==> src/rtl/async_sram_ctl_pkg.sv <==
package async_sram_ctl_pkg;

  typedef enum logic [2:0] {
    S_IDLE,
    S_READ,
    S_WSETUP,
    S_WPULSE,
    S_WEND
  } ctlState_t;

  // Strobes from control to datapath
  typedef struct packed {
    logic load;      // latch request fields this cycle
    logic capture;   // sample returned data at this edge
    logic chipSel;   // registered: both chip enables active
    logic readEn;    // registered: output enable active
    logic writeEn;   // registered: write enable active
    logic driveBus;  // registered: controller owns the data bus
  } ctlStrobe_t;

  function automatic int nsToCycles(input int ns, input int periodNs);
    return (ns + periodNs - 1) / periodNs;
  endfunction

  function automatic int maxOf(input int a, input int b);
    return (a > b) ? a : b;
  endfunction

endpackage

==> src/rtl/async_sram_ctl_fsm.sv <==
module async_sram_ctl_fsm
  import async_sram_ctl_pkg::*;
#(
  parameter int RD_CYC = 9,
  parameter int SU_CYC = 4,
  parameter int WP_CYC = 9
) (
  input  logic       clk,
  input  logic       rstN,
  input  logic       req,
  input  logic       reqWrite,
  output logic       ack,
  output logic       rdValid,
  output ctlStrobe_t strb
);

  localparam int MAX_CYC = maxOf(maxOf(RD_CYC, SU_CYC), WP_CYC);
  localparam int CNT_W   = $clog2(MAX_CYC + 1);
  localparam logic [CNT_W-1:0] RD_LAST = CNT_W'(RD_CYC - 1);
  localparam logic [CNT_W-1:0] SU_LAST = CNT_W'(SU_CYC - 1);
  localparam logic [CNT_W-1:0] WP_LAST = CNT_W'(WP_CYC - 1);

  ctlState_t        state, stateNext;
  logic [CNT_W-1:0] cnt, cntNext;
  logic             ackNext, rvNext, load, capture;
  logic             selQ, rdQ, wrQ, drvQ;

  always_comb begin
    stateNext = state;
    cntNext   = cnt;
    ackNext   = 1'b0;
    rvNext    = 1'b0;
    load      = 1'b0;
    capture   = 1'b0;
    unique case (state)
      S_IDLE: begin
        // new work only once the previous acknowledge has cleared
        if (req && !ack) begin
          load = 1'b1;
          if (reqWrite) begin
            stateNext = S_WSETUP;
            cntNext   = SU_LAST;
          end else begin
            stateNext = S_READ;
            cntNext   = RD_LAST;
          end
        end
      end
      S_READ: begin
        if (cnt == '0) begin
          capture   = 1'b1;
          stateNext = S_IDLE;
          ackNext   = 1'b1;
          rvNext    = 1'b1;
        end else begin
          cntNext = cnt - 1'b1;
        end
      end
      S_WSETUP: begin
        if (cnt == '0) begin
          stateNext = S_WPULSE;
          cntNext   = WP_LAST;
        end else begin
          cntNext = cnt - 1'b1;
        end
      end
      S_WPULSE: begin
        if (cnt == '0) stateNext = S_WEND;
        else           cntNext   = cnt - 1'b1;
      end
      S_WEND: begin
        stateNext = S_IDLE;
        ackNext   = 1'b1;
      end
      default: stateNext = S_IDLE;
    endcase
  end

  // Pin strobes are registered from the next state so memory pins switch
  // on the same edge as the state and never glitch from decode logic.
  always_ff @(posedge clk or negedge rstN) begin
    if (!rstN) begin
      state   <= S_IDLE;
      cnt     <= '0;
      ack     <= 1'b0;
      rdValid <= 1'b0;
      selQ    <= 1'b0;
      rdQ     <= 1'b0;
      wrQ     <= 1'b0;
      drvQ    <= 1'b0;
    end else begin
      state   <= stateNext;
      cnt     <= cntNext;
      ack     <= ackNext;
      rdValid <= rvNext;
      selQ    <= (stateNext == S_READ) || (stateNext == S_WSETUP) ||
                 (stateNext == S_WPULSE);
      rdQ     <= (stateNext == S_READ);
      wrQ     <= (stateNext == S_WPULSE);
      drvQ    <= (stateNext == S_WPULSE);
    end
  end

  assign strb = '{load: load, capture: capture, chipSel: selQ,
                  readEn: rdQ, writeEn: wrQ, driveBus: drvQ};

endmodule

==> src/rtl/async_sram_ctl_dp.sv <==
module async_sram_ctl_dp
  import async_sram_ctl_pkg::*;
#(
  parameter int ADDR_W = 17,
  parameter int DATA_W = 16,
  parameter int LANES  = 2
) (
  input  logic              clk,
  input  logic              rstN,
  input  ctlStrobe_t        strb,
  input  logic [ADDR_W-1:0] reqAddr,
  input  logic [DATA_W-1:0] reqWdata,
  input  logic [LANES-1:0]  reqBe,
  input  logic [DATA_W-1:0] dqIn,
  output logic [ADDR_W-1:0] memAddr,
  output logic              memCeN,
  output logic              memCe2,
  output logic              memWeN,
  output logic              memOeN,
  output logic [LANES-1:0]  laneN,
  output logic [DATA_W-1:0] dqOut,
  output logic              dqOe,
  output logic [DATA_W-1:0] rdData
);

  localparam int LANE_W = DATA_W / LANES;

  logic [ADDR_W-1:0] addrQ;
  logic [DATA_W-1:0] wdataQ;
  logic [LANES-1:0]  beQ;

  // Address only moves on load, which happens in idle with write enable high
  always_ff @(posedge clk or negedge rstN) begin
    if (!rstN) begin
      addrQ  <= '0;
      wdataQ <= '0;
      beQ    <= '0;
    end else if (strb.load) begin
      addrQ  <= reqAddr;
      wdataQ <= reqWdata;
      beQ    <= reqBe;
    end
  end

  for (genvar i = 0; i < LANES; i++) begin : g_lane
    always_ff @(posedge clk or negedge rstN) begin
      if (!rstN)
        rdData[i*LANE_W +: LANE_W] <= '0;
      else if (strb.capture)
        rdData[i*LANE_W +: LANE_W] <= beQ[i] ? dqIn[i*LANE_W +: LANE_W] : '0;
    end
    assign laneN[i] = ~(strb.chipSel & beQ[i]);
  end

  assign memAddr = addrQ;
  assign memCeN  = ~strb.chipSel;
  assign memCe2  = strb.chipSel;
  assign memWeN  = ~strb.writeEn;
  assign memOeN  = ~strb.readEn;
  assign dqOut   = wdataQ;
  assign dqOe    = strb.driveBus;

endmodule

==> src/rtl/async_sram_ctl.sv <==
module async_sram_ctl
  import async_sram_ctl_pkg::*;
#(
  parameter int ADDR_W   = 17,
  parameter int DATA_W   = 16,
  parameter int CLK_NS   = 10,
  parameter int T_RC_NS  = 85,
  parameter int T_AA_NS  = 85,
  parameter int T_OE_NS  = 40,
  parameter int T_OHZ_NS = 35,
  parameter int T_WC_NS  = 85,
  parameter int T_AW_NS  = 85,
  parameter int T_WP_NS  = 40,
  parameter int T_BW_NS  = 50,
  parameter int T_DW_NS  = 35
) (
  input  logic              clk,
  input  logic              rstN,
  input  logic              req,
  input  logic              reqWrite,
  input  logic [ADDR_W-1:0] reqAddr,
  input  logic [DATA_W-1:0] reqWdata,
  input  logic [1:0]        reqBe,
  output logic              ack,
  output logic              rdValid,
  output logic [DATA_W-1:0] rdData,
  output logic [ADDR_W-1:0] memAddr,
  output logic              memCeN,
  output logic              memCe2,
  output logic              memWeN,
  output logic              memOeN,
  output logic              memLbN,
  output logic              memUbN,
  output logic [DATA_W-1:0] dqOut,
  output logic              dqOe,
  input  logic [DATA_W-1:0] dqIn
);

  localparam int LANES  = 2;
  localparam int RD_CYC = nsToCycles(maxOf(maxOf(T_RC_NS, T_AA_NS), T_OE_NS), CLK_NS);
  localparam int SU_CYC = nsToCycles(T_OHZ_NS, CLK_NS);
  localparam int WP_CYC = nsToCycles(maxOf(maxOf(maxOf(T_WC_NS, T_AW_NS),
                                       maxOf(T_WP_NS, T_BW_NS)), T_DW_NS), CLK_NS);

  // derived counts must be usable
  if (RD_CYC < 1 || SU_CYC < 1 || WP_CYC < 1) begin : g_badTiming
    $error("async_sram_ctl: a derived cycle count is below 1");
  end
  if (DATA_W != 8 * LANES) begin : g_badWidth
    $error("async_sram_ctl: data width must be two byte lanes");
  end

  ctlStrobe_t       strb;
  logic [LANES-1:0] laneN;

  async_sram_ctl_fsm #(
    .RD_CYC(RD_CYC), .SU_CYC(SU_CYC), .WP_CYC(WP_CYC)
  ) u_fsm (
    .clk(clk), .rstN(rstN), .req(req), .reqWrite(reqWrite),
    .ack(ack), .rdValid(rdValid), .strb(strb)
  );

  async_sram_ctl_dp #(
    .ADDR_W(ADDR_W), .DATA_W(DATA_W), .LANES(LANES)
  ) u_dp (
    .clk(clk), .rstN(rstN), .strb(strb),
    .reqAddr(reqAddr), .reqWdata(reqWdata), .reqBe(reqBe), .dqIn(dqIn),
    .memAddr(memAddr), .memCeN(memCeN), .memCe2(memCe2),
    .memWeN(memWeN), .memOeN(memOeN), .laneN(laneN),
    .dqOut(dqOut), .dqOe(dqOe), .rdData(rdData)
  );

  assign memLbN = laneN[0];
  assign memUbN = laneN[1];

endmodule

==> config.mk <==
export PLATFORM = sky130hd
export DESIGN_NAME = async_sram_ctl
export DESIGN_NICKNAME = d
export VERILOG_FILES = /design/src/rtl/async_sram_ctl_pkg.sv /design/src/rtl/async_sram_ctl_fsm.sv /design/src/rtl/async_sram_ctl_dp.sv /design/src/rtl/async_sram_ctl.sv
export SDC_FILE = /design/constraint.sdc
export NUM_CORES = 1
export LEC_CHECK = 0
export BUFFER_PORTS_ARGS = -buffer_cell sky130_fd_sc_hd__buf_2
export CAP_MARGIN = 20
export CORE_MARGIN = 1
export CORE_UTILIZATION = 51
export CTS_CLUSTER_SIZE = 25
export DETAILED_ROUTE_END_ITERATION = 6
export PLACE_DENSITY_LB_ADDON = 0.3
export SETUP_SLACK_MARGIN = 0.4
export SKIP_LAST_GASP = 1
export SYNTH_ARGS = -nofsm -noshare
export SYNTH_HDL_FRONTEND = slang
export SYNTH_SLANG_ARGS = --single-unit
==> constraint.sdc <==
create_clock -name clk -period 3.5 [get_ports clk]
set_input_delay 0 -clock clk [delete_from_list [all_inputs] [get_ports clk]]
set_output_delay 0 -clock clk [all_outputs]
set_load 0.05 [all_outputs]
==> flow_summary_export.csv <==
group,metric,value,unit
clocking,htree_levels,3,
floorplan,std_cell_rows,25,
synth,synthTopCellsByArea,"dfrtp_1 60%, mux2_2 15%, nand2_1 5.2%",
clocking,clock_tree.root_cell,"clkbuf_8",
clocking,cts-hold-fix-buffers,53,
critical_path,worstPathArrival,2.19,ns
timing,fmax,499,MHz
clocking,clock-sinks,63,
floorplan,die_y,73.6,um
placement,dp_hpwl,3.66,mm
floorplan,die_w,73.6,um
synth,synth.avg_cell_area,12.5,sq um
clocking,cts.path.max_buffers,2,
timing,finalClockSkew,0.00592,ns
synth,yosys.cell_types.count,29,
critical_path,end_kind,"register",
finish,diodes,0,
synth,syn_nets,266,
critical_path,r2r_end,"u_fsm.cnt[0]",
critical_path,ff2ff_setup_slack,1.50,ns
critical_path,rr_startpoint,"u_fsm.cnt[1]",
placement,dp_slack,1.51,ns
floorplan,dieArea,5420,sq um
synth,synth_warnings,0,
floorplan,start_util,54.3,%
clocking,cts.clk_slew.worst_paths,0.06,ns
timing,fin_crit,2.00,ns
hold_path,hp-class,"in -> reg",
finish,n_fill_cell,319,
timing,worst_pin_slew,0.773,ns
outcome,outcome,"completed",
critical_path,critPathLaunchType,"register",
clocking,post_cts_buffers,0,
timing,slew_violations,0,
global_routing,grt_pass1_wl,9.96,mm
synth,syn_area,2620,sq um
finish,drive_above_1_share,47.9,%
timing,fin_setup_tns,0,ns
floorplan,ios,113,
synth,ys_seq_area_share,60.3,%
timing,slew_headroom,48.1,%
hold_path,hold_depth,4,
route,post_drt_wl_per_cell,14.0,um
placement,port_buffers,112,
finish,mostFrequentLayoutCell,"buf_2",
critical_path,worstPathCellList,"inv_1, ha_1, nor3b_1, a211oi_1, nor2_1, o22ai_1",
clocking,clock_latency,0.32,ns
route,drt_first_pass_iters,6,
route,drc,0,
synth,ys_ff_latch,63,
floorplan,core-area,4820,sq um
flow_run,max_cap_violations,0,
power_and_ir_drop,powerDensity,1090,nW/um^2
clocking,cts.repair.resized,0,
route,drt_first_iter_violations,85,
critical_path,path_max_fanout,6,
power_and_ir_drop,power.leakage,1.94,nW
placement,gp_congestion,0.772,
route,vias,2159,
route,postRouteAntennaNets,0,
critical_path,path_class,"reg -> reg",
timing,setup_viol,0,
global_routing,first_global_vias,2173,
critical_path,crit_required,3.68,ns
timing,fin_ws,1.50,ns
clocking,cts_buffers,9,
critical_path,crit_path_start,"u_fsm.cnt[1]",
global_routing,grt_max_degree,39,
timing,hold_viol,0,
synth,yosysTopAreaCell,"dfrtp_1",
critical_path,crit_path_max_incr_delay,0.59,ns
timing,rsz0062_at_grt,"false",
route,wirelength,6.25,mm
critical_path,critPathSlowestCell,"nor3b_1",
power_and_ir_drop,max-vdd-ir-drop,697,uV
global_routing,antenna_found_initial,0,
synth,synthCells,210,
finish,mostFrequentLayoutCells,"112 x buf_2, 63 x dfrtp_1, 53 x dlygate4sd3_1",
clocking,cts_tree,"yes",
global_routing,grt-ovfl-total,0,
finish,area_growth_syn_to_layout,50.0,%
critical_path,reg2reg_depth,6,
synth,netlist.area_leader.share,60.3,%
route,viasPerCell,4.83,
global_routing,grt_use_total,25.3,%
critical_path,endpoint,"u_fsm.cnt[0]",
finish,nets,432,
timing,fin_crit_sh,57.2,%
==> cell type report <==
type	count	area (sq um)	share of cell area, %
Tap cell	67	83.8	2.14
Clock buffer	12	165	4.21
Inverter	11	41.3	1.05
Sequential cell	63	1580	40.2
Multi-Input combinational cell	123	915	23.3
Timing Repair Buffer	168	1130	28.7
Clock inverter	3	17.5	0.446
==> state kept, by name, summed over array words and instances (netlist names) <==
| signal | flops |
|---|---|
| u_fsm.rdQ | 1 |
| u_fsm.cnt | 4 |
| u_fsm.ack | 1 |
| u_fsm.state | 3 |
| u_dp.dqOut | 16 |
| u_fsm.wrQ | 1 |
| u_fsm.rdValid | 1 |
| u_dp.memAddr | 17 |
| u_fsm.selQ | 1 |
| u_dp.rdData | 16 |
| u_dp.beQ | 2 |
==> worst min-delay path by stage <==
stage / from / endpoint / slack [ns]
floorplan: rstN / u_dp.beQ[0] / -0.30
global placement: rstN / u_dp.rdData[2] / 0.02
detailed placement: rstN / u_dp.rdData[2] / 0.03
CTS: req / u_fsm.cnt[3] / 0.14
global route: req / u_fsm.cnt[3] / 0.17
finish: req / u_fsm.cnt[3] / 0.17
==> stage by stage <==
stage                     area [sq um]  total power (W)  hold WS (ns)  instances  util (%)
final                             3930          0.00429         0.167        447      81.5
after global routing              3930          0.00452         0.166        447      81.5
after CTS                         3930          0.00430         0.143        447      81.5
after detailed placement          3210          0.00367        0.0257        379      66.7
after global placement            3210          0.00361        0.0227        379      66.7
after floorplan                   2620          0.00316        -0.296        210         -
==> critical path: cells and delay by family, from the launching register on <==
family                     cells  cell delay [ns]
DFF                            1             0.38
AOI/OAI and AO/OA              2             0.36
and+or+nand+nor                2             0.87
buffers and inverters          1             0.09
adders and majority gates      1             0.17
==> layer usage <==
layer	routed length (um)	global-route usage, %
met4	233	14.7
met3	267	4.94
met5	0	0
met2	3330	44.4
met1	2420	28.4
==> cell families (layout without fill, tap and decap cells) <==
family | Yosys count | in the layout | share of synthesized area [%]
buffers and inverters | 24 | 194 | 5.12
AOI/OAI and AO/OA | 28 | 28 | 7.94
and+or+nand+nor | 55 | 55 | 9.66
DFF | 63 | 63 | 60.3
xor gates and xnor gates | 2 | 2 | 0.670
adders and majority gates | 1 | 1 | 0.478
muxes | 37 | 37 | 15.9
==> Yosys cell counts <==
| library cell | count |
|---|---|
| nor3b_1 | 2 |
| mux2i_1 | 1 |
| mux2_2 | 36 |
| a2bb2oi_1 | 1 |
| o21ai_1 | 3 |
| nor3_1 | 3 |
| inv_1 | 11 |
| or3_1 | 2 |
| clkbuf_1 | 5 |
| buf_6 | 3 |
| nor4_2 | 1 |
| nand2b_1 | 2 |
| o22ai_1 | 3 |
| o32ai_1 | 1 |
| or3b_2 | 1 |
| o31ai_1 | 1 |
| nor2_1 | 6 |
| or3b_4 | 1 |
| a211oi_1 | 1 |
| o21ai_2 | 13 |
| buf_12 | 1 |
| nand2_1 | 36 |
| ha_1 | 1 |
| buf_2 | 4 |
| a22oi_1 | 1 |
| a21oi_1 | 4 |
| nand3b_1 | 1 |
| dfrtp_1 | 63 |
| xnor2_1 | 2 |
==> where the power goes <==
| part | switching (W) | internal (W) | leakage, nW |
|---|---|---|---|
| clock | 0.000253 | 0.000308 | 0.0942 |
| sequential | 0.000241 | 0.00108 | 0.770 |
| combinational | 0.00169 | 0.000716 | 1.07 |
| total | 0.00219 | 0.00211 | 1.94 |
(Power assumes the default switching activity.)
